==> src/rtl/adc_seq_pkg.sv <==
package adc_seq_pkg;
  localparam int unsigned SEL_W      = 8;
  localparam int unsigned DIV_W      = 8;
  localparam int unsigned START_W    = 3;
  localparam int unsigned RES_W      = 10;
  localparam int unsigned REG_W      = 32;
  localparam int unsigned CONV_TICKS = 11;
  localparam int unsigned CH_W       = $clog2(SEL_W);

  localparam int unsigned SEL_LSB   = 0;
  localparam int unsigned DIV_LSB   = 8;
  localparam int unsigned BURST_BIT = 16;
  localparam int unsigned START_LSB = 24;
  localparam int unsigned DONE_BIT  = 31;
  localparam int unsigned RCH_LSB   = 24;
  localparam int unsigned RES_LSB   = 6;

  localparam logic [START_W-1:0] START_SW = START_W'(1);

  typedef enum logic {ST_IDLE, ST_CONV} seq_st_e;

  typedef struct packed {
    logic [START_W-1:0] start;
    logic               burst;
    logic [DIV_W-1:0]   div;
    logic [SEL_W-1:0]   sel;
  } ctrl_t;

  function automatic ctrl_t ctrl_unpack(input logic [REG_W-1:0] w);
    ctrl_t c;
    c.sel   = w[SEL_LSB +: SEL_W];
    c.div   = w[DIV_LSB +: DIV_W];
    c.burst = w[BURST_BIT];
    c.start = w[START_LSB +: START_W];
    return c;
  endfunction

  function automatic logic [REG_W-1:0] ctrl_pack(input ctrl_t c);
    logic [REG_W-1:0] w;
    w = '0;
    w[SEL_LSB +: SEL_W]     = c.sel;
    w[DIV_LSB +: DIV_W]     = c.div;
    w[BURST_BIT]            = c.burst;
    w[START_LSB +: START_W] = c.start;
    return w;
  endfunction
endpackage

==> src/rtl/adc_clk_div.sv <==
module adc_clk_div #(
  parameter int unsigned DW = 8
) (
  input  logic          clk_i,
  input  logic          rst_ni,
  input  logic          clr_i,
  input  logic          en_i,
  input  logic [DW-1:0] div_i,
  output logic          tick_o
);
  logic [DW-1:0] cnt_q;

  assign tick_o = en_i && (cnt_q == div_i);

  always_ff @(posedge clk_i or negedge rst_ni) begin
    if (!rst_ni)     cnt_q <= '0;
    else if (clr_i)  cnt_q <= '0;
    else if (tick_o) cnt_q <= '0;
    else if (en_i)   cnt_q <= cnt_q + DW'(1);
  end

  // ticks are spaced div+1 cycles apart
  p_tick_gap_r4: assert property (@(posedge clk_i) disable iff (!rst_ni)
    (tick_o && div_i != '0 && !clr_i) |=> !tick_o)
    else $error("converter tick repeated with divider above zero");
endmodule

==> src/rtl/adc_chan_pick.sv <==
module adc_chan_pick #(
  parameter int unsigned CH_NUM = 8,
  localparam int unsigned CW = $clog2(CH_NUM)
) (
  input  logic [CH_NUM-1:0] mask_i,
  input  logic [CW-1:0]     cur_i,
  output logic [CW-1:0]     first_o,
  output logic [CW-1:0]     next_o
);
  logic [CH_NUM-1:0] eff;
  logic [CW-1:0]     idx;

  always_comb begin
    eff = (mask_i == '0) ? CH_NUM'(1) : mask_i;
    first_o = '0;
    for (int i = CH_NUM - 1; i >= 0; i--) begin
      if (eff[i]) first_o = CW'(i);
    end
    // nearest set bit above cur, wrapping; CH_NUM is a power of two
    next_o = cur_i;
    idx    = '0;
    for (int j = CH_NUM - 1; j >= 1; j--) begin
      idx = cur_i + CW'(j);
      if (eff[idx]) next_o = idx;
    end
  end
endmodule

==> src/rtl/adc_seq_core.sv <==
module adc_seq_core
  import adc_seq_pkg::*;
(
  input  logic             clk_i,
  input  logic             rst_ni,
  input  logic             gstart_i,
  input  logic             ctrl_we_i,
  input  logic [REG_W-1:0] ctrl_wdata_i,
  output logic [REG_W-1:0] ctrl_o,
  input  logic             data_re_i,
  output logic [REG_W-1:0] data_o,
  output logic             smp_req_o,
  output logic [CH_W-1:0]  smp_chan_o,
  input  logic [RES_W-1:0] smp_data_i
);
  localparam int unsigned CNT_W = $clog2(CONV_TICKS);
  localparam logic [CNT_W-1:0] LAST_TICK = CNT_W'(CONV_TICKS - 1);

  ctrl_t            ctrl_q, ctrl_w, ctrl_n;
  seq_st_e          st_q;
  logic [CH_W-1:0]  chan_q, chan_first, chan_next, rch_q;
  logic [DIV_W-1:0] div_q;
  logic [CNT_W-1:0] tcnt_q;
  logic [RES_W-1:0] res_q;
  logic             done_q;
  logic             tick, fin, run_burst, sw_go, launch, cont;

  always_comb begin
    ctrl_w    = ctrl_unpack(ctrl_wdata_i);
    ctrl_n    = ctrl_we_i ? ctrl_w : ctrl_q;
    run_burst = ctrl_n.burst && (ctrl_n.start == '0);
    sw_go     = (ctrl_we_i && ctrl_w.start == START_SW && !ctrl_w.burst) ||
                (gstart_i && !ctrl_n.burst);
    launch    = (st_q == ST_IDLE) && (run_burst || sw_go);
    fin       = (st_q == ST_CONV) && tick && (tcnt_q == LAST_TICK);
    cont      = fin && run_burst;
  end

  adc_chan_pick #(.CH_NUM(SEL_W)) u_pick (
    .mask_i (ctrl_n.sel),
    .cur_i  (chan_q),
    .first_o(chan_first),
    .next_o (chan_next)
  );

  adc_clk_div #(.DW(DIV_W)) u_div (
    .clk_i (clk_i),
    .rst_ni(rst_ni),
    .clr_i (launch || cont),
    .en_i  (st_q == ST_CONV),
    .div_i (div_q),
    .tick_o(tick)
  );

  always_ff @(posedge clk_i or negedge rst_ni) begin
    if (!rst_ni)        ctrl_q <= ctrl_unpack(REG_W'(1));
    else if (ctrl_we_i) ctrl_q <= ctrl_w;
  end

  always_ff @(posedge clk_i or negedge rst_ni) begin
    if (!rst_ni) begin
      st_q   <= ST_IDLE;
      chan_q <= '0;
      div_q  <= '0;
      tcnt_q <= '0;
    end else if (launch) begin
      st_q   <= ST_CONV;
      chan_q <= chan_first;
      div_q  <= ctrl_n.div;
      tcnt_q <= '0;
    end else if (fin) begin
      tcnt_q <= '0;
      if (cont) begin
        chan_q <= chan_next;
        div_q  <= ctrl_n.div;
      end else begin
        st_q <= ST_IDLE;
      end
    end else if (tick) begin
      tcnt_q <= tcnt_q + CNT_W'(1);
    end
  end

  always_ff @(posedge clk_i or negedge rst_ni) begin
    if (!rst_ni) begin
      done_q <= 1'b0;
      res_q  <= '0;
      rch_q  <= '0;
    end else if (fin) begin
      done_q <= 1'b1;
      res_q  <= smp_data_i;
      rch_q  <= chan_q;
    end else if (data_re_i) begin
      done_q <= 1'b0;
    end
  end

  always_comb begin
    data_o = '0;
    data_o[DONE_BIT]           = done_q;
    data_o[RCH_LSB +: CH_W]    = rch_q;
    data_o[RES_LSB +: RES_W]   = res_q;
  end

  assign ctrl_o     = ctrl_pack(ctrl_q);
  assign smp_req_o  = (st_q == ST_CONV);
  assign smp_chan_o = chan_q;

  p_chan_hold_r12: assert property (@(posedge clk_i) disable iff (!rst_ni)
    (st_q == ST_CONV && !fin) |=> (st_q == ST_CONV) && $stable(chan_q))
    else $error("channel or request changed mid-conversion");

  p_post_r8: assert property (@(posedge clk_i) disable iff (!rst_ni)
    fin |=> done_q && (rch_q == $past(chan_q)) && (res_q == $past(smp_data_i)))
    else $error("result not posted on final tick");

  p_rd_clear_r9: assert property (@(posedge clk_i) disable iff (!rst_ni)
    (data_re_i && !fin) |=> !done_q)
    else $error("read did not clear done");

  p_blocked_r7: assert property (@(posedge clk_i) disable iff (!rst_ni)
    (st_q == ST_IDLE && ctrl_q.burst && ctrl_q.start != '0 && !ctrl_we_i) |=> st_q == ST_IDLE)
    else $error("scan started with non-zero start code");

  p_stop_r6: assert property (@(posedge clk_i) disable iff (!rst_ni)
    (fin && !ctrl_we_i && !ctrl_q.burst) |=> st_q == ST_IDLE)
    else $error("sequencer kept running after scan was cleared");

  p_tcnt_r4: assert property (@(posedge clk_i) disable iff (!rst_ni)
    tcnt_q <= LAST_TICK)
    else $error("tick counter out of range");
endmodule

==> src/rtl/adc_dual_seq.sv <==
module adc_dual_seq
  import adc_seq_pkg::*;
#(
  parameter int unsigned N_CONV = 2
) (
  input  logic                         clk_i,
  input  logic                         rst_ni,
  input  logic                         gstart_i,
  input  logic [N_CONV-1:0]            ctrl_we_i,
  input  logic [N_CONV-1:0][REG_W-1:0] ctrl_wdata_i,
  output logic [N_CONV-1:0][REG_W-1:0] ctrl_o,
  input  logic [N_CONV-1:0]            data_re_i,
  output logic [N_CONV-1:0][REG_W-1:0] data_o,
  output logic [N_CONV-1:0]            smp_req_o,
  output logic [N_CONV-1:0][CH_W-1:0]  smp_chan_o,
  input  logic [N_CONV-1:0][RES_W-1:0] smp_data_i
);
  for (genvar k = 0; k < N_CONV; k++) begin : g_conv
    adc_seq_core u_core (
      .clk_i       (clk_i),
      .rst_ni      (rst_ni),
      .gstart_i    (gstart_i),
      .ctrl_we_i   (ctrl_we_i[k]),
      .ctrl_wdata_i(ctrl_wdata_i[k]),
      .ctrl_o      (ctrl_o[k]),
      .data_re_i   (data_re_i[k]),
      .data_o      (data_o[k]),
      .smp_req_o   (smp_req_o[k]),
      .smp_chan_o  (smp_chan_o[k]),
      .smp_data_i  (smp_data_i[k])
    );

    p_gstart_r10: assert property (@(posedge clk_i) disable iff (!rst_ni)
      (gstart_i && !smp_req_o[k] && !ctrl_o[k][BURST_BIT] && !ctrl_we_i[k]) |=> smp_req_o[k])
      else $error("shared trigger did not launch idle instance");
  end
endmodule

==> config.mk <==
export PLATFORM = sky130hd
export DESIGN_NAME = adc_dual_seq
export DESIGN_NICKNAME = d
export VERILOG_FILES = /design/src/rtl/adc_seq_pkg.sv /design/src/rtl/adc_clk_div.sv /design/src/rtl/adc_chan_pick.sv /design/src/rtl/adc_seq_core.sv /design/src/rtl/adc_dual_seq.sv
export SDC_FILE = /design/constraint.sdc
export NUM_CORES = 1
export LEC_CHECK = 0
export ABC_AREA = 1
export BUFFER_PORTS_ARGS = -buffer_cell sky130_fd_sc_hd__clkbuf_2
export CORE_AREA = 2 2 176 109
export DETAILED_ROUTE_END_ITERATION = 6
export DIE_AREA = 0 0 178 111
export GPL_TIMING_DRIVEN = 0
export PLACE_DENSITY_LB_ADDON = 0.08
export SLEW_MARGIN = 30
export SYNTH_ARGS = -nofsm -noshare
export SYNTH_HDL_FRONTEND = slang
export SYNTH_SLANG_ARGS = --single-unit
==> constraint.sdc <==
create_clock -name clk_i -period 2.8 [get_ports clk_i]
set_input_delay 0.56 -clock clk_i [delete_from_list [all_inputs] [get_ports clk_i]]
set_output_delay 0.56 -clock clk_i [all_outputs]
set_load 0.05 [all_outputs]
==> qor.csv, run 1 <==
metric,value,unit
place.gp.congestion,0.869,
path_cells,buf_2 -> inv_2 -> ha_2 -> inv_1 -> nand3_2 -> nand2_2 -> nand2_2 -> nand2_4 -> nor2_4 -> nand2_1 -> nor2_1 -> nand2_2 -> nand2_2 -> nor2_1 -> a21oi_1,
wirelength,18.1,mm
switchingPower,2870,uW
cts_made_buffers,17,
die_y,111,um
timing.final.crit_share,89.6,%
crit_path_max_incr_delay,440,ps
yosys.area.top_type,dfrtp_1,
reg2reg_to,g_conv[1].u_core.smp_chan_o[2],
path_buf_inv,3,
clock_sinks,116,
end_kind,flop,
dpl.hpwl,14.0,mm
final_area,8980,um2
skew,13.8,ps
row_count,39,
r2r-start,g_conv[1].u_core.smp_chan_o[0],
r2r_slack,290,ps
cts_tree,built,
drv_slew,0,
synthTopCellsByArea,"dfrtp_1, nand2_1, buf_4, inv_1, mux2_2",
hold_viol_final,0,
fmax,0.398,GHz
synth_most_common_cell,nand2_1,
cp_top_family,simple AND/OR/NAND/NOR gates,
worst_pin_slew,515,ps
async_flop_share,100,%
h-tree-depth,4,
start_util,38.7,%
internal-power,4160,uW
worst_ep_required_time,3100,ps
seq_area_frac_synth,40.9,%
cts_hold_buf,0,
routedWlPerCell,13.0,um
gr-usage-all-layers,19.1,%
leakagePower,0.00498,uW
synth_top_area_share,40.1,%
fin_total_pwr,7030,uW
grt_pass1_vias,5687,
path_clk_slew,60,ps
clockPowerShare,30.9,%
setup_slack,290,ps
grt_antenna_before_repair,0,
nets,1237,
clock_path_buffers,2,
first_pass_iters,5,
drc_errors,0,
finalSetupViolCount,0,
grt_max_degree,63,
rsz0062_at_grt,false,
cp-start-kind,flop,
syn_inst,918,
status,"finished, final reports clean",
syn_avg_cell_area,7.75,um2
grt_pass1_wl,29.9,mm
ys_ff_latch,116,
timing.hold.ws,113,ps
synth_cell_types,51,
p_comb_share,38.0,%
ys_warn_count,0,
grt_overflow,0,
placed_area,8380,um2
cpMaxStageDelayCell,dfrtp_1,
slew-limit-headroom,65.7,%
fin_tns_setup,0,ps
diodes,0,
ir_worst_vdd,0.338,mV
drt_iter0_drc,408,
crit_fanout,10,
die-area,19800,um2
clk_latency,410,ps
ant_nets,0,
synth_edf_count,0,
die_x,178,um
viasPerCell,4.51,
ios,227,
arrival,2810,ps
min_period,2510,ps
vias,6292,
syn_to_final_growth,26.3,%
synth_common_cells,"nand2_1, dfrtp_1, inv_1, buf_4, nor2_1",
p_per_area,783,nW/um2
ff2ff_path_depth,15,
p_sw_share,40.8,%
path_depth,15,
synthesis.area,7110,um2
cts-root-buf,clkbuf_16,
cp_common_cell,nand2_2,
path_class,reg -> reg,
dp_worst_setup_slack,-76.7,ps
fillers,1858,
crit_path_start,g_conv[1].u_core.smp_chan_o[0],
port_buffers,140,
p_seq_share,31.2,%
ys.flop_type,dfrtp_1,
drive_gt1_share,30.2,%
drv_cap,0,
hold_class,in -> async,
core-area,18400,um2
[registers in the layout, indices dropped and copies added (netlist names)]
name                       flops
g_conv.u_core.smp_req_o        2
g_conv.u_core.u_div.cnt_q     16
g_conv.u_core.div_q           16
g_conv.u_core.tcnt_q           8
g_conv.u_core.ctrl_o          40
g_conv.u_core.rch_q            6
g_conv.u_core.done_q           2
g_conv.u_core.smp_chan_o       6
g_conv.u_core.res_q           20
[how the worst max path moves through the flow]
stage / end / slack [ps]
2_1_floorplan: g_conv[1].u_core.smp_chan_o[0] / 80
3_3_place_gp: g_conv[0].u_core.u_div.cnt_q[7] / -710
3_5_place_dp: g_conv[1].u_core.smp_chan_o[2] / -80
4_1_cts: g_conv[1].u_core.smp_chan_o[2] / 30
5_1_grt: g_conv[0].u_core.smp_chan_o[2] / 30
6_report: g_conv[1].u_core.smp_chan_o[2] / 290
[through the flow]
stage	instances	util, %
2_1_floorplan	977	-
3_3_place_gp	1363	45.3
3_5_place_dp	1364	45.5
4_1_cts	1396	48.7
5_1_grt	1395	48.8
6_report	1395	48.8
[power by group through the flow]
| stage | clock network, uW | registers, uW | logic [uW] |
|---|---|---|---|
| floorplan | 0 | 2450 | 1800 |
| global placement | 0 | 2220 | 2630 |
| detailed placement | 0 | 2220 | 2630 |
| CTS | 2210 | 2190 | 2640 |
| global route | 2310 | 2240 | 3000 |
| finish | 2170 | 2190 | 2670 |
[cell usage in the layout (no fill, tap or decap), types with 12 or more instances in the layout]
| master | netlist | routed |
|---|---|---|
| inv_2 | 13 | 14 |
| nand3_1 | 36 | 36 |
| conb_1 | 1 | 60 |
| inv_1 | 109 | 108 |
| nor2_1 | 56 | 56 |
| nand2_2 | 23 | 23 |
| nand4_1 | 12 | 12 |
| nor3_1 | 20 | 20 |
| a21oi_1 | 35 | 35 |
| nand2_1 | 252 | 252 |
| o21ai_0 | 44 | 43 |
| clkbuf_2 | 0 | 139 |
| dfrtp_1 | 114 | 113 |
| buf_4 | 65 | 65 |
| mux2_2 | 20 | 20 |
| clkbuf_16 | 0 | 17 |
[worst reg2reg max path, stage by stage (launching register included)]
cell,delay (ps)
dfrtp_1,440
buf_2,250
inv_2,120
ha_2,440
inv_1,120
nand3_2,90
nand2_2,90
nand2_2,90
nand2_4,70
nor2_4,100
nand2_1,60
nor2_1,110
nand2_2,80
nand2_2,70
nor2_1,40
a21oi_1,230
[layout make-up]
cell class                 count  area [um2]  area share [%]
multi-input combinational    652        3330            37.1
sequential                   116        2910            32.4
timing repair buffer         141         737            8.21
buffer                        81         621            6.91
inverter                     127         488            5.43
clock buffer                  21         460            5.13
tap                          246         308            3.43
clock inverter                11         128            1.42
[routing by layer]
layer	vias to the layer above	track usage, %	share of wire (%)
li1	3263	-	-
met1	2839	30.7	53
met2	182	26.0	40
met3	8	3.46	5.5
met4	0	4.26	0.52
met5	-	0	0
[cell families after synthesis]
kind of cell,synth area share (%)
AOI/OAI and AO/OA,9.47
xor gates and xnor gates,1.48
adders and majority gates,1.76
buffers and inverters,15.6
DFF,40.9
muxes,3.45
other,0.0527
and+or+nand+nor,27.3
[repair_timing]
action | CTS | global route
resized for setup | 1 | 7
setup buffers | 0 | 0
endpoints found under the setup margin | 2 | 12
Power figures use the tool's default switching activity.
==> inputs of run 2 (changes only) <==
- CORE_AREA: 2 2 176 109 -> 2 2 178 110
- DIE_AREA: 0 0 178 111 -> 0 0 180 112
- SYNTH_HIERARCHICAL: unset -> 1
==> qor.csv, run 2 <==
metric,value,unit,change
crit_path_max_incr_delay,450,ps,was 440 ps
cts_made_buffers,17,,unchanged
first_pass_iters,5,,unchanged
viasPerCell,4.42,,was 4.51
final_cell_mix,"nand2_1, clkbuf_2, inv_1, dfrtp_1, nand3_1",,"was nand2_1, clkbuf_2, dfrtp_1, inv_1, buf_4"
path_class,reg -> reg,,unchanged
crit_fanout,10,,unchanged
drv_slew,0,,unchanged
status,"finished, final reports clean",,unchanged
grt_max_degree,72,,was 63
dpl.hpwl,14.6,mm,was 14.0 mm
setup_slack,248,ps,was 290 ps
largest_reg_flops,40,,unchanged
seq_area_frac_synth,39.8,%,was 40.9%
grt_pass1_vias,6163,,was 5687
skew,11.0,ps,was 13.8 ps
final_common_cell,nand2_1,,unchanged
wirelength,19.0,mm,was 18.1 mm
fin_total_pwr,8880,uW,was 7030 uW
core-area,18600,um2,was 18400 um2
drt_iter0_drc,421,,was 408
path_buf_inv,7,,was 3
ys.flop_type,dfrtp_1,,unchanged
syn_inst,1038,,was 918
synth_edf_count,0,,unchanged
path_clk_slew,60,ps,about the same
synthesis.area,7300,um2,was 7110 um2
vias,6739,,was 6292
finalSetupViolCount,0,,unchanged
synth_common_cells,"nand2_1, inv_1, dfrtp_1, nand3_1, buf_4",,"was nand2_1, dfrtp_1, inv_1, buf_4, nor2_1"
grt_pass1_wl,31.4,mm,was 29.9 mm
cp_common_cell,nand2_1,,was nand2_2
ys_ff_latch,116,,unchanged
regArea,2910,um2,about the same
leakagePower,0.00541,uW,was 0.00498 uW
ios,227,,unchanged
synth_most_common_cell,nand2_1,,unchanged
die_y,112,um,was 111 um
clk_latency,420,ps,was 410 ps
multiInputGateArea,3520,um2,was 3330 um2
syn_to_final_growth,28.6,%,was 26.3%
drv_cap,0,,unchanged
clock_path_buffers,2,,unchanged
port_buffers,142,,was 140
min_period,2550,ps,was 2510 ps
path_depth,21,,was 15
hold_viol_final,0,,unchanged
fin_tns_setup,0,ps,unchanged
rsz0062_at_grt,true,,was false
yosys.area.top_type,dfrtp_1,,unchanged
cp-start-kind,flop,,unchanged
ff2ff_path_depth,21,,was 15
r2r_slack,250,ps,was 290 ps
clock_sinks,116,,unchanged
arrival,2850,ps,was 2810 ps
grt_overflow,0,,unchanged
cpMaxStageDelayCell,dfrtp_2,,was dfrtp_1
cts-root-buf,clkbuf_16,,unchanged
ant_nets,0,,unchanged
nets,1368,,was 1237
gr-usage-all-layers,19.5,%,was 19.1%
h-tree-depth,4,,unchanged
hold_class,in -> async,,unchanged
diodes,0,,unchanged
path_cells,buf_6 -> inv_2 -> ha_1 -> clkbuf_4 -> inv_2 -> o21ai_1 -> or2_1 -> nand2_2 -> inv_1 -> o21ai_1 -> nand2_1 -> nand2_1 -> nand2_1 -> nand2_1 -> nand2_1 -> nand2_1 -> inv_1 -> inv_1 -> nand2_1 -> nand3_1 -> nand2_1,,was buf_2 -> inv_2 -> ha_2 -> inv_1 -> nand3_2 -> nand2_2 -> nand2_2 -> nand2_4 -> nor2_4 -> nand2_1 -> nor2_1 -> nand2_2 -> nand2_2 -> nor2_1 -> a21oi_1
die_x,180,um,was 178 um
dp_worst_setup_slack,-535,ps,was -76.7 ps
grt_antenna_before_repair,0,,unchanged
cts_tree,built,,unchanged
ys_warn_count,6,,was 0
drc_errors,0,,unchanged
die-area,20200,um2,was 19800 um2
routedWlPerCell,12.4,um,was 13.0 um
worst_ep_required_time,3100,ps,about the same
row_count,39,,unchanged
ir_worst_vdd,0.397,mV,was 0.338 mV
drive_gt1_share,26.3,%,was 30.2%
cp_top_family,simple AND/OR/NAND/NOR gates,,unchanged
fillers,1864,,was 1858
syn_avg_cell_area,7.03,um2,was 7.75 um2
synth_cell_types,30,,was 51
timing.hold.ws,73.6,ps,was 113 ps
synthTopCellsByArea,"dfrtp_1, nand2_1, buf_4, nand3_1, inv_1",,"was dfrtp_1, nand2_1, buf_4, inv_1, mux2_2"
start_util,39.3,%,was 38.7%
cts_hold_buf,0,,unchanged
fmax,0.392,GHz,was 0.398 GHz
p_per_area,945,nW/um2,was 783 nW/um2
synth_top_area_share,39.1,%,was 40.1%
end_kind,flop,,unchanged
async_flop_share,100,%,unchanged
timing.final.crit_share,91.2,%,was 89.6%
place.gp.congestion,0.901,,was 0.869
run 2: cell type report:
| cell class | instances | area share, % |
|---|---|---|
| multi-input combinational | 766 | 37.5 |
| sequential | 116 | 31.0 |
| timing repair buffer | 158 | 9.15 |
| buffer | 82 | 6.61 |
| inverter | 126 | 5.08 |
| clock buffer | 20 | 4.76 |
| tap | 246 | 3.28 |
| clock inverter | 12 | 2.65 |
run 2: through the flow:
| stage | std cells | util, % | cell area, um2 |
|---|---|---|---|
| after floorplan | 1096 | - | 7520 |
| after global placement | 1484 | 45.9 | 8540 |
| after detailed placement | 1485 | 46.1 | 8570 |
| after CTS | 1515 | 49.9 | 9280 |
| after global routing | 1526 | 50.5 | 9390 |
| final | 1526 | 50.5 | 9390 |
run 2: what timing repair did:
| item | in CTS | in global routing |
|---|---|---|
| pin swaps | 2 | 0 |
| endpoints found under the setup margin | 14 | 12 |
| gates resized for setup | 4 | 19 |
| setup buffers | 2 | 13 |
run 2: report_power, final:
group          leakage, uW  internal [uW]  switching (uW)
sequential         0.00138           1970             353
combinational      0.00369           1370            2590
clock             0.000335           1790             805
total              0.00541           5130            3750
run 2: final timing paths:
kind	from	endpoint
min in group clk_i	data_re_i[0]	g_conv[0].u_core/done_q
setup / recovery	g_conv[0].u_core/smp_chan_o[0]	g_conv[0].u_core/smp_chan_o[0]
hold / removal	rst_ni	g_conv[0].u_core/ctrl_o[25]
max in group asynchronous	rst_ni	g_conv[1].u_core/ctrl_o[0]
setup reg to reg	g_conv[0].u_core/smp_chan_o[0]	g_conv[0].u_core/smp_chan_o[0]
hold reg to reg	g_conv[1].u_core/rch_q[1]	g_conv[1].u_core/rch_q[1]
run 2: worst register-to-register path: stages, from the launching register on:
cell	delay [ps]
dfrtp_2	450
buf_6	160
inv_2	90
ha_1	230
clkbuf_4	180
inv_2	110
o21ai_1	120
or2_1	250
nand2_2	100
inv_1	40
o21ai_1	80
nand2_1	70
nand2_1	90
nand2_1	80
nand2_1	60
nand2_1	40
nand2_1	50
inv_1	30
inv_1	40
nand2_1	40
nand3_1	80
nand2_1	50
run 2: metal layers:
layer,track usage [%],routed length (um)
met1,31.2,10600
met2,25.5,7130
met3,4.78,1090
met4,4.72,147
met5,0,0
run 2: cell families (layout without fill, tap and decap cells):
| family | count (synthesis) | count (layout) | synth area share, % |
|---|---|---|---|
| buffers and inverters | 214 | 398 | 15.3 |
| AND/OR/NAND/NOR | 610 | 610 | 35.9 |
| other | 2 | 60 | 0.103 |
| AO/OA/AOI/OAI | 62 | 62 | 4.32 |
| XOR/XNOR | 24 | 24 | 2.88 |
| adder cells (fa/ha/maj) | 10 | 10 | 1.71 |
| flip-flops | 116 | 116 | 39.8 |
==> inputs of run 3 (changes only) <==
- ABC_AREA: 1 -> unset
- CORE_AREA: 2 2 178 110 -> 2 2 179 111
- DIE_AREA: 0 0 180 112 -> 0 0 181 113
==> qor.csv, run 3 <==
metric,value,unit,change
core-area,18700,um2,was 18600 um2
rsz0062_at_grt,true,,unchanged
status,"complete, but fails checks",,"was finished, final reports clean"
worst_pin_slew,695,ps,
grt_antenna_before_repair,0,,unchanged
drive_gt1_share,52.6,%,was 26.3%
h-tree-depth,4,,unchanged
p_seq_share,31.6,%,was 26.2%
fin_total_pwr,8010,uW,was 8880 uW
diodes,0,,unchanged
clock_path_buffers,2,,unchanged
ff2ff_path_depth,10,,was 21
drv_cap,0,,unchanged
first_pass_iters,5,,unchanged
cts_tree,built,,unchanged
viasPerCell,5.17,,was 4.42
p_sw_share,38.8,%,was 42.2%
cp_common_cell,buf_4,,was nand2_1
ys_warn_count,6,,unchanged
wirelength,21.6,mm,was 19.0 mm
slew-limit-headroom,53.5,%,
arrival,3190,ps,was 2850 ps
synth_cell_types,74,,was 30
grt_pass1_wl,33.3,mm,was 31.4 mm
die-area,20500,um2,was 20200 um2
r2r_slack,-50,ps,was 250 ps
timing.final.crit_share,104,%,was 91.2%
ir_worst_vdd,0.408,mV,was 0.397 mV
die_x,181,um,was 180 um
gr-usage-all-layers,20.6,%,was 19.5%
ys.flop_type,dfrtp_1,,unchanged
start_util,39.5,%,was 39.3%
synthesis.area,7400,um2,was 7300 um2
grt_max_degree,70,,was 72
ant_nets,0,,unchanged
internal-power,4900,uW,was 5130 uW
port_buffers,142,,unchanged
endpoint,g_conv[0].u_core/smp_chan_o[2],,was g_conv[0].u_core/smp_chan_o[0]
syn_to_final_growth,43.2,%,was 28.6%
path_class,in -> reg,,was reg -> reg
finalNonFillerCells,1246,,was 1526
path_cells,clkbuf_16 -> buf_12 -> mux2_4 -> buf_4 -> nor4_4 -> buf_4 -> a2111oi_4 -> nor4_2 -> a2111oi_2 -> or4_1 -> a41o_1 -> mux2i_1 -> a221oi_1,,was buf_6 -> inv_2 -> ha_1 -> clkbuf_4 -> inv_2 -> o21ai_1 -> or2_1 -> nand2_2 -> inv_1 -> o21ai_1 -> nand2_1 -> nand2_1 -> nand2_1 -> nand2_1 -> nand2_1 -> nand2_1 -> inv_1 -> inv_1 -> nand2_1 -> nand3_1 -> nand2_1
finalSetupViolCount,4,,was 0
cts-root-buf,clkbuf_16,,unchanged
drt_iter0_drc,396,,was 421
final_common_cell,clkbuf_2,,was nand2_1
reg2reg_to,g_conv[0].u_core/smp_chan_o[2],,was g_conv[0].u_core/smp_chan_o[0]
grt_pass1_vias,6174,,was 6163
fmax,0.343,GHz,was 0.392 GHz
hold_viol_final,0,,unchanged
async_flop_share,100,%,unchanged
synth_edf_count,0,,unchanged
switchingPower,3110,uW,was 3750 uW
cp-start-kind,input port,,was flop
routedWlPerCell,17.3,um,was 12.4 um
crit_path_max_incr_delay,490,ps,was 450 ps
fin_tns_setup,-285,ps,was 0 ps
clockPowerShare,28.2,%,was 29.2%
vias,6436,,was 6739
die_y,113,um,was 112 um
row_count,39,,unchanged
syn_inst,700,,was 1038
min_period,2920,ps,was 2550 ps
leakagePower,0.00502,uW,was 0.00541 uW
cpMaxStageDelayCell,or4_1,,was dfrtp_2
skew,12.9,ps,was 11.0 ps
seq_area_frac_synth,39.2,%,was 39.8%
synth_common_cells,"dfrtp_1, mux2_2, buf_4, nand2_1, nor2_1",,"was nand2_1, inv_1, dfrtp_1, nand3_1, buf_4"
clock_sinks,116,,unchanged
grt_overflow,0,,unchanged
place.gp.congestion,0.882,,was 0.901
ys_ff_latch,116,,unchanged
cts_made_buffers,17,,unchanged
worst_ep_required_time,3070,ps,was 3100 ps
synth_top_area_share,38.5,%,was 39.1%
violations,setup timing,,
synthTopCellsByArea,"dfrtp_1, mux2_2, buf_4, mux2_4, xnor2_1",,"was dfrtp_1, nand2_1, buf_4, nand3_1, inv_1"
drv_slew,0,,unchanged
clk_latency,420,ps,about the same
setup_slack,-115,ps,was 248 ps
crit_path_start,ctrl_we_i[0],,was g_conv[0].u_core/smp_chan_o[0]
final_cell_mix,"clkbuf_2, buf_4, dfrtp_1, conb_1, mux2_2",,"was nand2_1, clkbuf_2, inv_1, dfrtp_1, nand3_1"
dp.cells,1147,,was 1485
synth_most_common_cell,dfrtp_1,,was nand2_1
crit_fanout,5,,was 10
r2r-start,g_conv[0].u_core/smp_chan_o[0],,unchanged
cts_hold_buf,0,,unchanged
end_kind,flop,,unchanged
p_comb_share,40.2,%,was 44.6%
hold_class,in -> async,,unchanged
largest_reg_flops,40,,unchanged
dpl.hpwl,14.8,mm,was 14.6 mm
yosys.area.top_type,dfrtp_1,,unchanged
ios,227,,unchanged
syn_avg_cell_area,10.6,um2,was 7.03 um2
p_per_area,756,nW/um2,was 945 nW/um2
drc_errors,0,,unchanged
path_clk_slew,60,ps,about the same
nets,1088,,was 1368
dp_worst_setup_slack,-899,ps,was -535 ps
run 3: cell count changes in the layout (fill, tap and decap cells not counted), sizes merged, moves of 10 or more:
cell	before	now
nand2b	0	14
nor2b	0	10
nor2	64	36
inv	126	32
mux2i	0	16
mux2	0	86
nand3	94	8
o21ai	38	22
a221oi	0	12
buf	94	146
nand2	432	36
xnor2	6	22
nor3	6	32
run 3: power groups by stage:
stage          Sequential [uW]  Combinational (uW)  Clock [uW]
3_5_place_dp              2510                2730           0
5_1_grt                   2590                3430        2400
6_report                  2530                3220        2260
2_1_floorplan             3020                1600           0
3_3_place_gp              2490                2690           0
4_1_cts                   2480                2930        2320
run 3: critical path, delay by kind of cell:
family | cells | cell delay (ps)
compound gates | 4 | 490
buf+inv | 4 | 610
mux | 2 | 450
simple gates | 3 | 1060
run 3: stage by stage:
step	hold WS, ps	utilization (%)	cell area (um2)
CTS	73.9	53.9	10100
global placement	486	46.9	8790
global route	89.7	56.6	10600
floorplan	264	-	7780
finish	69.3	56.6	10600
detailed placement	494	47.1	8830
run 3: kinds of logic after synthesis:
group | after synthesis | synth area share (%)
xor gates and xnor gates | 36 | 4.26
muxes | 106 | 17.4
DFF | 116 | 39.2
AOI/OAI and AO/OA | 138 | 14.5
buffers and inverters | 120 | 9.80
and+or+nand+nor | 172 | 13.0
adders and majority gates | 10 | 1.69
other | 2 | 0.101
run 3: area by class of cell:
type                    count  area [um2]
clock buffers              18         429
plain buffers              88         686
multi-input cells         522        4600
inverters                  30         130
fillers                  1629        8140
repair buffers            212        1350
flip-flops and latches    116        2920
clock inverters            14         174
well taps                 246         308
run 3: worst min path at each step:
stage / start / end / slack [ps] / depth (start not counted)
after floorplan: rst_ni / g_conv[0].u_core/ctrl_o[10] / 260 / 0
after global placement: g_conv[0].u_core/res_q[8] / g_conv[0].u_core/res_q[8] / 490 / 1
after detailed placement: g_conv[1].u_core/res_q[3] / g_conv[1].u_core/res_q[3] / 490 / 1
after CTS: rst_ni / g_conv[0].u_core/ctrl_o[12] / 70 / 1
after global routing: rst_ni / g_conv[0].u_core/ctrl_o[12] / 90 / 1
final: rst_ni / g_conv[0].u_core/ctrl_o[12] / 70 / 1
run 3: routing by layer:
| layer | share of wire (%) | track usage (%) |
|---|---|---|
| met1 | 50 | 30.5 |
| met2 | 43 | 30.3 |
| met3 | 6.8 | 5.57 |
| met4 | 0.92 | 4.23 |
| met5 | 0 | 0 |
run 3: timing repair:
item | CTS | global route
pin swaps | 30 | 35
resized for setup | 72 | 61
setup endpoints to repair | 32 | 18
cloned | 1 | 1
setup buffers | 39 | 28
